### config.mk
export PLATFORM = sky130hd
export DESIGN_NAME = tbsync_top
export DESIGN_NICKNAME = d
export VERILOG_FILES = /design/src/rtl/tbsync_pkg.sv /design/src/rtl/tbsync_delay.sv /design/src/rtl/tbsync_core.sv /design/src/rtl/tbsync_top.sv
export SDC_FILE = /design/constraint.sdc
export NUM_CORES = 1
export LEC_CHECK = 0
export BUFFER_PORTS_ARGS = -buffer_cell sky130_fd_sc_hd__buf_2
export CORE_UTILIZATION = 47
export DETAILED_ROUTE_END_ITERATION = 10
export GPL_TIMING_DRIVEN = 0
export PLACE_DENSITY = 0.88
export SLEW_MARGIN = 20
export SYNTH_ARGS = -nofsm -noshare
export SYNTH_HDL_FRONTEND = slang
export SYNTH_SLANG_ARGS = --single-unit
### constraint.sdc
create_clock -name clk -period 2.35 [get_ports clk]
set_input_delay 0.1175 -clock clk [delete_from_list [all_inputs] [get_ports clk]]
set_output_delay 0.1175 -clock clk [all_outputs]
set_load 0.03 [all_outputs]
### src/rtl/tbsync_pkg.sv
package tbsync_pkg;

  localparam int unsigned REG_W = 64;

  localparam logic [3:0] ST_RESET  = 4'd0;
  localparam logic [3:0] ST_SEND   = 4'd1;
  localparam logic [3:0] ST_NOTSET = 4'd2;
  localparam logic [3:0] ST_WAIT   = 4'd6;
  localparam logic [3:0] ST_GET    = 4'd7;
  localparam logic [3:0] ST_RUN    = 4'd8;
  localparam logic [3:0] ST_ERR    = 4'd9;

  localparam int unsigned B_STATE = 0;
  localparam int unsigned B_LAST  = 4;
  localparam int unsigned B_VALID = 8;
  localparam int unsigned B_SYNC  = 9;
  localparam int unsigned B_ERR   = 10;
  localparam int unsigned B_LOAD  = 16;
  localparam int unsigned B_MOVE  = 17;
  localparam int unsigned B_CLR   = 18;
  localparam int unsigned B_MODE  = 19;

  localparam logic [REG_W-1:0] FIELD_MASK = 64'h0000_0000_000F_07FF;
  localparam logic [REG_W-1:0] FREE_MASK  = ~FIELD_MASK;

  typedef struct packed {
    logic [REG_W-1:0] free;
    logic             clr;
    logic             move;
    logic             load;
    logic             err;
    logic             sync;
    logic             valid;
    logic [3:0]       last;
    logic [3:0]       state;
  } ctl_t;

  // Shift the current code into the history field, then install the new code.
  function automatic ctl_t go_state(ctl_t c, logic [3:0] nxt);
    ctl_t r;
    r       = c;
    r.last  = c.state;
    r.state = nxt;
    r.valid = (nxt == ST_RUN);
    return r;
  endfunction

  // Assemble the readable image; the mode bit always reads as one.
  function automatic logic [REG_W-1:0] pack_reg(ctl_t c);
    logic [REG_W-1:0] r;
    r               = c.free & FREE_MASK;
    r[B_STATE+:4]   = c.state;
    r[B_LAST+:4]    = c.last;
    r[B_VALID]      = c.valid;
    r[B_SYNC]       = c.sync;
    r[B_ERR]        = c.err;
    r[B_LOAD]       = c.load;
    r[B_MOVE]       = c.move;
    r[B_CLR]        = c.clr;
    r[B_MODE]       = 1'b1;
    return r;
  endfunction

endpackage

### src/rtl/tbsync_delay.sv
module tbsync_delay #(
  parameter int unsigned W        = 2,
  parameter int unsigned LOAD_VAL = 3
) (
  input  logic clk,
  input  logic rst_n,
  input  logic load_i,
  input  logic dec_i,
  output logic zero_o
);

  logic [W-1:0] cnt_q;

  always_ff @(posedge clk) begin
    if (!rst_n) begin
      cnt_q <= '0;
    end else if (load_i) begin
      cnt_q <= W'(LOAD_VAL);
    end else if (dec_i && (cnt_q != '0)) begin
      cnt_q <= cnt_q - 1'b1;
    end
  end

  assign zero_o = (cnt_q == '0);

endmodule

### src/rtl/tbsync_core.sv
module tbsync_core
  import tbsync_pkg::*;
(
  input  logic             clk,
  input  logic             rst_n,
  input  logic             wr_valid_i,
  input  logic [REG_W-1:0] wr_data_i,
  input  logic             rd_strobe_i,
  input  logic             tb_wr_upper_i,
  input  logic             tb_wr_lower_i,
  input  logic             tod_sync_i,
  input  logic             tod_done_i,
  input  logic             sdly_zero_i,
  input  logic             pdly_zero_i,
  output logic             sdly_load_o,
  output logic             sdly_dec_o,
  output logic             pdly_load_o,
  output logic             pdly_dec_o,
  output logic             tod_req_o,
  output logic [REG_W-1:0] rd_data_o
);

  ctl_t cur_q, nxt;
  logic ready_q, ready_d;
  logic deliv_q, deliv_d;

  // Named internal events.
  logic ev_tb_wr;
  logic ev_step;
  logic ev_conflict;
  logic ev_clear;
  logic ev_err_wr;
  logic deliv_seen;

  assign ev_tb_wr    = !wr_valid_i && (tb_wr_upper_i || tb_wr_lower_i);
  assign ev_step     = !wr_valid_i && !ev_tb_wr && rd_strobe_i && (cur_q.state != ST_ERR);
  assign ev_conflict = wr_valid_i && wr_data_i[B_LOAD] && wr_data_i[B_MOVE];
  assign ev_clear    = wr_valid_i && !ev_conflict && wr_data_i[B_CLR];
  assign ev_err_wr   = wr_valid_i && !ev_conflict && !ev_clear && (cur_q.state == ST_ERR);
  assign deliv_seen  = deliv_q || tod_done_i;

  always_comb begin
    ctl_t tmp;
    nxt         = cur_q;
    ready_d     = ready_q;
    deliv_d     = deliv_seen;
    sdly_load_o = 1'b0;
    sdly_dec_o  = 1'b0;
    pdly_load_o = 1'b0;
    pdly_dec_o  = 1'b0;

    tmp         = cur_q;
    tmp.free    = wr_data_i & FREE_MASK;
    tmp.load    = wr_data_i[B_LOAD];
    tmp.move    = wr_data_i[B_MOVE];
    tmp.clr     = wr_data_i[B_CLR];
    tmp.sync    = 1'b0;
    if (wr_data_i[B_ERR]) tmp.err = 1'b0;

    if (wr_valid_i) begin
      pdly_load_o = 1'b1;
      if (ev_conflict) begin
        tmp     = go_state(tmp, ST_ERR);
        tmp.err = 1'b1;
        ready_d = 1'b0;
        nxt     = tmp;
      end else if (ev_clear) begin
        tmp      = go_state(tmp, ST_RESET);
        tmp.clr  = 1'b0;
        tmp.load = 1'b0;
        tmp.move = 1'b0;
        tmp.err  = 1'b0;
        ready_d  = 1'b0;
        deliv_d  = 1'b0;
        nxt      = tmp;
      end else if (ev_err_wr) begin
        nxt.err  = 1'b1;
        nxt.sync = 1'b0;
      end else begin
        if (tmp.load) begin
          sdly_load_o = 1'b1;
        end else if (tmp.move) begin
          if (cur_q.state == ST_NOTSET) begin
            tmp         = go_state(tmp, ST_WAIT);
            ready_d     = 1'b1;
            sdly_load_o = 1'b1;
          end else begin
            tmp     = go_state(tmp, ST_ERR);
            tmp.err = 1'b1;
            ready_d = 1'b0;
          end
        end
        nxt = tmp;
      end
    end else if (ev_tb_wr) begin
      if (tb_wr_lower_i && (cur_q.state == ST_RUN)) begin
        nxt = go_state(cur_q, ST_ERR);
      end
    end else if (ev_step) begin
      if (pdly_zero_i) nxt.sync = 1'b1;
      else             pdly_dec_o = 1'b1;

      if (!sdly_zero_i) begin
        sdly_dec_o = 1'b1;
      end else if (cur_q.load) begin
        nxt.load = 1'b0;
        if (cur_q.state == ST_GET) begin
          nxt     = go_state(nxt, ST_ERR);
          nxt.err = 1'b1;
        end else begin
          nxt = go_state(nxt, ST_SEND);
          nxt = go_state(nxt, ST_NOTSET);
        end
      end else if (cur_q.move) begin
        if (cur_q.state == ST_WAIT) begin
          nxt         = go_state(nxt, ST_GET);
          sdly_load_o = 1'b1;
        end else if (cur_q.state == ST_GET) begin
          if (deliv_seen) begin
            nxt      = go_state(nxt, ST_RUN);
            nxt.move = 1'b0;
            ready_d  = 1'b0;
            deliv_d  = 1'b0;
          end
        end else begin
          nxt     = go_state(nxt, ST_ERR);
          nxt.err = 1'b1;
          ready_d = 1'b0;
        end
      end
    end

    if (tod_sync_i && !wr_valid_i) nxt.sync = 1'b1;
  end

  always_ff @(posedge clk) begin
    if (!rst_n) begin
      cur_q   <= '0;
      ready_q <= 1'b0;
      deliv_q <= 1'b0;
    end else begin
      cur_q   <= nxt;
      ready_q <= ready_d;
      deliv_q <= deliv_d;
    end
  end

  assign tod_req_o = ready_q;
  assign rd_data_o = pack_reg(cur_q);

endmodule

### src/rtl/tbsync_top.sv
module tbsync_top
  import tbsync_pkg::*;
#(
  parameter int unsigned STATE_DELAY = 3,
  parameter int unsigned PULSE_DELAY = 1
) (
  input  logic        clk,
  input  logic        rst_n,
  input  logic        wr_valid_i,
  input  logic [63:0] wr_data_i,
  input  logic        rd_strobe_i,
  input  logic        tb_wr_upper_i,
  input  logic        tb_wr_lower_i,
  input  logic        tod_sync_i,
  input  logic        tod_done_i,
  output logic        tod_req_o,
  output logic [63:0] rd_data_o
);

  localparam int unsigned SD_W = (STATE_DELAY < 2) ? 1 : $clog2(STATE_DELAY + 1);
  localparam int unsigned PD_W = (PULSE_DELAY < 2) ? 1 : $clog2(PULSE_DELAY + 1);

  logic sdly_zero, sdly_load, sdly_dec;
  logic pdly_zero, pdly_load, pdly_dec;

  tbsync_delay #(.W(SD_W), .LOAD_VAL(STATE_DELAY)) u_state_dly (
    .clk    (clk),
    .rst_n  (rst_n),
    .load_i (sdly_load),
    .dec_i  (sdly_dec),
    .zero_o (sdly_zero)
  );

  tbsync_delay #(.W(PD_W), .LOAD_VAL(PULSE_DELAY)) u_pulse_dly (
    .clk    (clk),
    .rst_n  (rst_n),
    .load_i (pdly_load),
    .dec_i  (pdly_dec),
    .zero_o (pdly_zero)
  );

  tbsync_core u_core (
    .clk           (clk),
    .rst_n         (rst_n),
    .wr_valid_i    (wr_valid_i),
    .wr_data_i     (wr_data_i),
    .rd_strobe_i   (rd_strobe_i),
    .tb_wr_upper_i (tb_wr_upper_i),
    .tb_wr_lower_i (tb_wr_lower_i),
    .tod_sync_i    (tod_sync_i),
    .tod_done_i    (tod_done_i),
    .sdly_zero_i   (sdly_zero),
    .pdly_zero_i   (pdly_zero),
    .sdly_load_o   (sdly_load),
    .sdly_dec_o    (sdly_dec),
    .pdly_load_o   (pdly_load),
    .pdly_dec_o    (pdly_dec),
    .tod_req_o     (tod_req_o),
    .rd_data_o     (rd_data_o)
  );

endmodule

# After elaboration in Yosys (flattened, before gate mapping)
# Index checks and enable logic that the tools add are counted.
[classes]
n_addsub = 2
n_reduce_logical = 39
n_eq_ne = 20
mux = 72
[ops]
columns = ["cell", "count"]
rows = [
  ["$mux W78", 9],
  ["$mux W67", 1],
  ["$mux W13", 4],
  ["$mux W1", 51],
  ["$mux W11", 2],
  ["$mux W9", 2],
  ["$logic_and A1 B1 Y1", 14],
  ["$reduce_bool A2 Y1", 6],
  ["$reduce_bool A3 Y1", 4],
  ["$reduce_and A10 Y1", 1],
  ["$ne A3 B2 Y1 const B", 3],
  ["$ne A3 B3 Y1 const B", 3],
  ["$eq A4 B3 Y1 const B", 2],
  ["$eq A4 B4 Y1 const B", 2],
  ["$ne A4 B2 Y1 const B", 2],
  ["$reduce_and A8 Y1", 1],
  ["$reduce_and A7 Y1", 1],
  ["$mux W2", 3],
  ["$ne A2 B2 Y1 const B", 3],
  ["$ne A6 B3 Y1 const B", 1],
  ["$reduce_and A5 Y1", 1],
  ["$eq A4 B2 Y1 const B", 1],
  ["$logic_not A1 Y1", 4],
  ["$ne A4 B1 Y1 const B", 1],
  ["other kinds (9)", 11],
]
[word_totals]
regBits = 83
output_inout_bits = 65

# Logic depth before layout (Yosys ltp)
# Gate-level depths: netlist of run 1.
[depth]
depth_word = 13
ltp_mapped = 8
ltp_nobuf = 7

# By module
# From an unflattened synthesis of run 1, not the netlist that was laid out.
[unflattened]
cells_unflattened = 376
hier_area_um2 = 3088.0
[modules_own_cells]
columns = ["mod", "seq_area_each_um2", "cells_per_inst", "area_per_inst_um2", "n_inst"]
rows = [
  ["tbsync_core", 1301.2, 359, 2931.6, 1],
  ["tbsync_delay at u_state_dly", 40.0, 13, 118.9, 1],
  ["tbsync_delay at u_pulse_dly", 20.0, 4, 37.5, 1],
]

# Worst setup path after synthesis of run 1
# OpenSTA, ideal clock, no wires.
[synth_timing]
kind = "register to register"
from = "register u_core.cur_q, in the netlist u_core.rd_data_o[3]"
to = "register u_core.cur_q, in the netlist u_core.rd_data_o[5]"
setup_ns = 0.070
path_stages_with_launch = 8
path_buffers = 2
arrival_time_ns = 1.878
setup_slack_ns = 0.402
required_ns = 2.280
cell_sequence = "dfxtp_1 -> buf_4 -> nand4b_4 -> o211ai_2 -> and3_1 -> buf_2 -> or4_1 -> a21oi_1"
[synth_between]
elab_chain_len = 9
[synth_lines]
columns = ["item", "line_no", "rtl"]
rows = [
  ["start: declaration", "tbsync_core.sv:23", "ctl_t cur_q, nxt;"],
  ["start signal: assignment", "tbsync_core.sv:142", "cur_q <= nxt;"],
  ["$eq A4 B3 Y1", "tbsync_core.sv:107, tbsync_core.sv:118", ""],
  ["$mux W13", "tbsync_core.sv:118", "end else if (cur_q.state == ST_GET) begin"],
  ["$mux W78", "tbsync_core.sv:115", "if (cur_q.state == ST_WAIT) begin"],
  ["$mux W78", "tbsync_core.sv:114", "end else if (cur_q.move) begin"],
  ["$mux W78", "tbsync_core.sv:105", "end else if (cur_q.load) begin"],
  ["$mux W78", "tbsync_core.sv:103", "if (!sdly_zero_i) begin"],
  ["$mux W78", "tbsync_core.sv:99", "end else if (ev_step) begin"],
  ["$mux W78", "tbsync_core.sv:95", "end else if (ev_tb_wr) begin"],
  ["$mux W78", "tbsync_core.sv:60", "if (wr_valid_i) begin"],
]
# Several ways; a longest one is shown, not always the timed one. The select of a mux whose other input is x is not followed.
# A chain may end at the register's enable or synchronous reset.

# Worst setup path in the final report of run 1
[layout_timing]
from = "register u_core.cur_q, in the netlist u_core.rd_data_o[1]"
to = "register u_core.cur_q, in the netlist u_core.rd_data_o[57]"
[layout_between]
elab_chain_len = 4
[layout_lines]
columns = ["item", "line_no", "rtl"]
rows = [
  ["$eq A4 B4 Y1", "tbsync_core.sv:39", "assign ev_err_wr = wr_valid_i && !ev_conflict && !ev_clear && (cur_q.state == ST_ERR);"],
  ["$logic_and A1 B1 Y1", "tbsync_core.sv:39", ""],
  ["$ne A3 B1 Y1 (no line)", "n/a", ""],
  ["$reduce_and A2 Y1 (no line)", "n/a", ""],
]
# No other way between the ends.

==> metrics, run 1 <==
status complete, no violations; share of cells above drive strength 1 between 30% and 40%; WL met1 about 3600 µm; leakage power 1.79 nW; crit path setup slack, layout about 250 ps; placer congestion estimate around 0.90; post-synthesis cell area just over 3000 µm²; die area 6750 µm²; number of DRC violations after detailed-routing iteration 0 ~220; Met3 Wirelength 686 µm; post-synthesis sequential area ratio roughly 45%; Starting Density 49.8%; Core Area around 6000 µm²; Arrival @ worst endpoint between 2000 and 2500 ps; number of synthesized flops with an enable pin 0; vias per inst between 5 and 6; Achievable Freq between 400 and 500 MHz; clock share of power around a third; nets 588; CTS Buffer Depth 2; TritonRoute pass-1 iters 4; H-tree depth 3; post-CTS setup buffers 0; Sw Share between 30% and 40%; Cell Int Power between 1.5 and 2 mW; Ant. Diodes 0; final hold violation count 0; leading cell type in the layout, fill and taps excluded buf_2; min-delay worst type in2reg; area occupied by multi-input gates approximately 1500 µm²; Worst Max-Slew Pin Slew 630 ps; DR DRC count 0; max cap viols 0; Max Slew Vio Count 0; VDD IR-drop max about 0.44 mV; CP required about 2600 ps; dpl cell area between 3000 and 4000 µm²; most frequent cells in the layout buf_2 (132), nand2_1 (108), dfxtp_1 (68), a21oi_1 (67), clkbuf_1 (15); Chip Height just over 80 µm; WL met2 roughly 4000 µm; clock buffer count from CTS 9; Combinational Power Share 19.9%; antenna viol nets, final 0; first-pass GRT wire length roughly 13000 µm; clk_skew approximately 8.7 ps; die width slightly above 80 µm; largest net degree at the start of global routing 13; Mapped Cells 381; fin cells 595; Final Cycle Share 89.3%; Setup CP Type reg2reg; Psw around 0.85 mW; slowest stage delay, CP 500 ps; critical path launch point type register; cell accounting for the most synthesized area dfxtp_1; Crit. End Element register; vias in the first global route ~2900; root buf cell clkbuf_8; Rows 28; synth top area cells dfxtp_1 (45%), nand2_1 (13%), a21oi_1 (11%); Placed Cells just under 600; worst-skew pair later-pin latency 330 ps; TNS Setup 0 ps; DPL Wire Length ~6100 µm; RSZ-0062 raised after global routing no; initial antenna violation count 0; Worst-path clk slew 80 ps; FF+latch count, synth around 70; minimum clock period 2100 ps; final setup vio count 0; slew margin rel. 57.8%; Syn Nets roughly 450; Port Buffers around 120; Area Overhead vs Synth 30.3%; CTS tree built; worst-path maximum fanout 10; total vias in the final route 3236; cell area after layout approximately 3900 µm²; Crit path top cell by count buf_2; per-cell routed wire length approximately 14 µm; Yosys top cell area share 45.1%; total grt overflow 0; Syn. warnings 0; syn_area_per_cell approximately 7.9 µm²; Main synth FF type dfxtp_1; clk sinks 68; fillers roughly 540; Seq pwr share ~45%; critical path cell sequence buf_2, nand4bb_1, clkbuf_1, o21ai_1, buf_2, nand2_1, a21oi_1; pre-CTS WS roughly 260 ps; ys async rst share 0%; FF/Latch Area between 1000 and 1500 µm²; PD cells between 700 and 800 nW/µm²; GRT Total Usage between 20% and 30%; IO Pins roughly 140; DR top layer met4; Unique masters post-synth 56; slowest stage cell on the critical path o21ai_1; final WL between 8000 and 9000 µm
-- critical path: cells and delay by family, from the launching register on --
family          cells  cell delay [ps]
compound gates      2              670
buf+inv             3              740
flops               1              310
simple gates        2              320
-- power by group through the flow --
| stage | clock (mW) | combinational (mW) | sequential (mW) |
|---|---|---|---|
| finish | 0.971 | 0.555 | 1.26 |
| global route | 1.04 | 0.602 | 1.27 |
| CTS | 0.988 | 0.551 | 1.26 |
| detailed placement | 0 | 0.550 | 1.28 |
| global placement | 0 | 0.539 | 1.28 |
| floorplan | 0 | 0.239 | 1.41 |
-- cell usage after synthesis, types with 4 or more instances --
master / count
nand2_1: 108
dfxtp_1: 68
a21oi_1: 67
clkbuf_1: 15
o21ai_0: 11
buf_2: 10
nand3_1: 9
nor2_1: 9
inv_1: 8
nor3_1: 7
nand2b_1: 4
-- kinds of logic after synthesis --
logic type	share of synthesized area (%)
buffers and inverters	6.01
other	0.124
DFF	45.1
adders and majority gates	0.414
and+or+nand+nor	25.8
AOI/OAI and AO/OA	22.5
-- per-layer routing --
| metal | vias up | GRT usage [%] |
|---|---|---|
| met2 | 155 | 41.2 |
| met5 | - | 0 |
| met1 | 1484 | 30.8 |
| li1 | 1591 | - |
| met4 | 0 | 10.7 |
| met3 | 6 | 6.92 |
-- through the flow --
stage	util (%)	hold slack, ps	power [mW]
2_1_floorplan	-	230	1.65
6_report	64.9	12.0	2.78
4_1_cts	64.7	2.11	2.80
3_3_place_gp	61.4	358	1.82
3_5_place_dp	61.4	363	1.83
5_1_grt	64.9	0.833	2.91
-- flip-flops by register name, summed over array words and instances (netlist names) --
signal             count
u_pulse_dly.cnt_q      1
u_core.deliv_q         1
u_core.tod_req_o       1
u_core.rd_data_o      63
u_state_dly.cnt_q      2
-- timing repair --
action,4_1_cts,5_1_grt
gates resized for setup,0,0
hold endpoints to repair,0,1
hold buffers,0,1
-- layout make-up --
| type | count | share of cell area [%] |
|---|---|---|
| sequential | 68 | 34.6 |
| clock buffer | 10 | 3.50 |
| buffer | 30 | 3.85 |
| clock inverter | 6 | 1.59 |
| tap | 75 | 2.39 |
| timing repair buffer | 123 | 15.8 |
| inverter | 8 | 0.763 |
| multi-input combinational | 275 | 37.5 |
-- final timing paths --
kind	cells past startpoint	endpoint	slack [ps]	start
worst max-delay path	7	u_core.rd_data_o[57]$_SDFFE_PN0P_	250	u_core.rd_data_o[1]$_SDFFE_PN0P_
worst max register to register	7	u_core.rd_data_o[57]$_SDFFE_PN0P_	250	u_core.rd_data_o[1]$_SDFFE_PN0P_
worst min-delay path	3	u_core.rd_data_o[29]$_SDFFE_PN0P_	10	wr_data_i[29]
worst min register to register	2	u_core.rd_data_o[18]$_SDFFE_PN0P_	450	u_core.rd_data_o[18]$_SDFFE_PN0P_
Power figures use the tool's default switching activity.
==> run 2: changes to the inputs <==
--- a/config.mk
+++ b/config.mk
@@ -9,8 +9,9 @@
 export CORE_UTILIZATION = 47
 export DETAILED_ROUTE_END_ITERATION = 10
 export GPL_TIMING_DRIVEN = 0
-export PLACE_DENSITY = 0.88
+export PLACE_DENSITY = 0.8
 export SLEW_MARGIN = 20
 export SYNTH_ARGS = -nofsm -noshare
 export SYNTH_HDL_FRONTEND = slang
+export SYNTH_HIERARCHICAL = 1
 export SYNTH_SLANG_ARGS = --single-unit
==> run 2 against run 1 <==
Power is 6.2% higher. Global-route usage down 2.0 points. Setup slack better by 9.9 ps. Clock power grew 27%. Synthesized cell count fell by 1.3%. Die area up 2.2%. Clock-buffer cell count stayed put. Sequential share of layout area shrank 1.1 points. Final cell count decreased by 0.67%. First-iteration DRC count is 2.7% lower. Critical endpoint is now u_state_dly/cnt_q[1]$_SDFFE_PN0P_. Largest cell class unchanged.
==> metrics, run 2 <==
critical path launch point type register; hold path depth 3 (unchanged); most frequent cells in the layout buf_2 (132), nand2_1 (114), dfxtp_1 (68), a21boi_0 (46), nand3_1 (13); slew margin rel. 61.0% (+3.2 points); die area 6900 µm² (+2.2%); vias per inst 5.29 (-2.8%); Rows 29 (+3.6%); final WL 7810 µm (-6.6%); vias in the first global route 2874 (-0.69%); R2R setup slack 260 ps (about the same); R2R depth 5 (-2); VDD IR-drop max 0.486 mV (+11%); clk_skew 11.3 ps (+2.60 ps); placer congestion estimate 0.886 (-2.0%); post-synthesis cell area 3090 µm² (+2.3%); final hold slack 12.0 ps (+0.0280 ps); Util after Layout 64.0% (-0.91 points); root buf cell clkbuf_8; Min-Delay Startpoint wr_data_i[28]; Starting Density 48.6% (-1.2 points); clock buffer count from CTS 9 (unchanged); nets 583 (-0.85%); Syn. warnings 6 (+6); Port Buffers 122 (unchanged); final hold violation count 0 (unchanged); Achievable Freq 479 MHz (+0.48%); Main synth FF type dfxtp_1; number of synthesized flops with an enable pin 0 (unchanged); RR Startpoint u_core/rd_data_o[1]$_SDFFE_PN0P_; Arrival @ worst endpoint 2340 ps (-20 ps); Area Overhead vs Synth 31.6%; Ant. Diodes 0 (unchanged); dpl cell area 3790 µm² (+1.9%); CTS tree built; first-pass GRT wire length 13000 µm (+0.59%); TritonRoute pass-1 iters 4 (unchanged); H-tree depth 3 (unchanged); largest net degree at the start of global routing 12 (-1); TNS Setup 0 ps (unchanged); Setup CP Type reg2reg; per-cell routed wire length 13.2 µm (-5.9%); synth top area cells dfxtp_1 (44%), nand2_1 (14%), a21boi_0 (11%); synth cell count leaders nand2_1 (114), dfxtp_1 (68), a21boi_0 (46), nand3_1 (13), clkbuf_1 (11); status complete, no violations; reg2reg end u_state_dly/cnt_q[1]$_SDFFE_PN0P_; Yosys top cell area share 44.1% (-1.0 points); max cap viols 0 (unchanged); CP required 2600 ps (about the same); Syn Nets 449 (-1.1%); total vias in the final route 3125 (-3.4%); worst-skew pair later-pin latency 340 ps (about the same); worst-path maximum fanout 10 (unchanged); PD cells 727 nW/µm² (+2.8%); most frequent cell after synthesis nand2_1; GRT Total Usage 23.2% (-2.0 points); minimum clock period 2090 ps (-9.95 ps); clk sinks 68 (unchanged); Final Cycle Share 88.9% (-0.42 points); cell accounting for the most synthesized area dfxtp_1; leading cell type in the layout, fill and taps excluded buf_2; die width 83.1 µm (+1.1%); total grt overflow 0 (unchanged); Mapped Cells 376 (-1.3%); ys async rst share 0% (unchanged); fillers 544 (+0.18%); Worst Max-Slew Pin Slew 581 ps (-49.6 ps); Unique masters post-synth 54 (-3.6%); IO Pins 137 (unchanged); FF+latch count, synth 68 (unchanged); Worst-path clk slew 80 ps (about the same); leakage power 1.88 nW (+4.9%); DR DRC count 0 (unchanged); Chip Height 83.1 µm (+1.1%); Worst Hold Path EP u_core/rd_data_o[28]$_SDFFE_PN0P_; RSZ-0062 raised after global routing no; syn_area_per_cell 8.21 µm² (+3.6%); post-synthesis sequential area ratio 44.1% (-1.0 points); initial antenna violation count 0 (unchanged); cell area after layout 4060 µm² (+3.3%); max FFs per register 63 (unchanged); antenna viol nets, final 0 (unchanged); Core Area 6350 µm² (+4.8%); number of DRC violations after detailed-routing iteration 0 216 (-2.7%); share of cells above drive strength 1 31.3% (about the same); DPL Wire Length 5650 µm (-6.8%); CTS Buffer Depth 2 (unchanged); min-delay worst type in2reg; Max Slew Vio Count 0 (unchanged); final setup vio count 0 (unchanged); Crit. End Element register
run 2: cell count changes in the layout (fill, tap and decap cells not counted), sizes merged, moves of 4 or more:
cell    change
o21ai       +4
nand2       +6
a21oi      -62
a21boi     +51
nand3       +4
nor3        -6
run 2: metrics by stage:
step,worst slack (ps),cells,power [mW]
floorplan,244,376,1.59
global route,95.4,591,3.09
CTS,126,591,2.98
global placement,217,575,1.74
finish,261,591,2.96
detailed placement,150,575,1.75
run 2: critical path, stage by stage, from the launching register on:
cell	delay [ps]
dfxtp_1	510
nand3b_1	200
or4_1	570
o21ai_1	270
and4bb_1	220
a211oi_1	220
run 2: where the power goes:
| group | internal [mW] | switching (mW) | leakage (nW) | total [mW] |
|---|---|---|---|---|
| combinational | 0.175 | 0.305 | 1.19 | 0.480 |
| sequential | 1.21 | 0.0356 | 0.559 | 1.25 |
| clock | 0.805 | 0.420 | 0.126 | 1.23 |
| total | 2.19 | 0.761 | 1.88 | 2.96 |
run 2: logic make-up (layout without fill, tap and decap cells):
| group | count (synthesis) | after routing | synth area share [%] |
|---|---|---|---|
| simple gates | 164 | 164 | 24.2 |
| compound gates | 103 | 103 | 24.2 |
| flops | 68 | 68 | 44.1 |
| buf+inv | 38 | 176 | 6.64 |
| fa+ha+maj | 1 | 1 | 0.405 |
| mux | 1 | 1 | 0.324 |
| other cells | 1 | 1 | 0.121 |
run 2: how the worst max path moves through the flow:
stage	from	end	slack (ps)	cells past startpoint
final	u_core/rd_data_o[1]$_SDFFE_PN0P_	u_state_dly/cnt_q[1]$_SDFFE_PN0P_	260	5
after global placement	tb_wr_upper_i	u_state_dly/cnt_q[1]$_SDFFE_PN0P_	220	7
after detailed placement	u_core/rd_data_o[0]$_SDFFE_PN0P_	u_state_dly/cnt_q[1]$_SDFFE_PN0P_	150	8
after floorplan	u_core/rd_data_o[2]$_SDFFE_PN0P_	u_state_dly/cnt_q[0]$_SDFFE_PN0P_	240	6
after global routing	u_core/rd_data_o[1]$_SDFFE_PN0P_	u_state_dly/cnt_q[1]$_SDFFE_PN0P_	100	5
after CTS	u_core/rd_data_o[0]$_SDFFE_PN0P_	u_state_dly/cnt_q[1]$_SDFFE_PN0P_	130	8
run 2: routing by layer:
layer | vias up | share of wire, % | GRT usage (%)
li1 | 1555 | - | -
met1 | 1438 | 43 | 28.2
met4 | 0 | 1.7 | 10.5
met2 | 117 | 49 | 37.6
met3 | 15 | 7.2 | 7.06
met5 | - | 0 | 0
run 2: area by class of cell:
cell class,instances,area (µm²),share of cell area [%]
Clock buffer,10,128,3.14
Multi-Input combinational cell,270,1530,37.6
Clock inverter,5,125,3.08
Inverter,8,30.0,0.739
Buffer,30,175,4.31
Sequential cell,68,1360,33.5
Tap cell,77,96.3,2.37
Timing Repair Buffer,123,621,15.3
run 2: what timing repair did:
item                                    4_1_cts  5_1_grt
hold buffers                                  1        0
endpoints found under the hold margin         1        0
buffers inserted                              0        0
endpoints found under the setup margin        0        2
gates resized for setup                       0        2
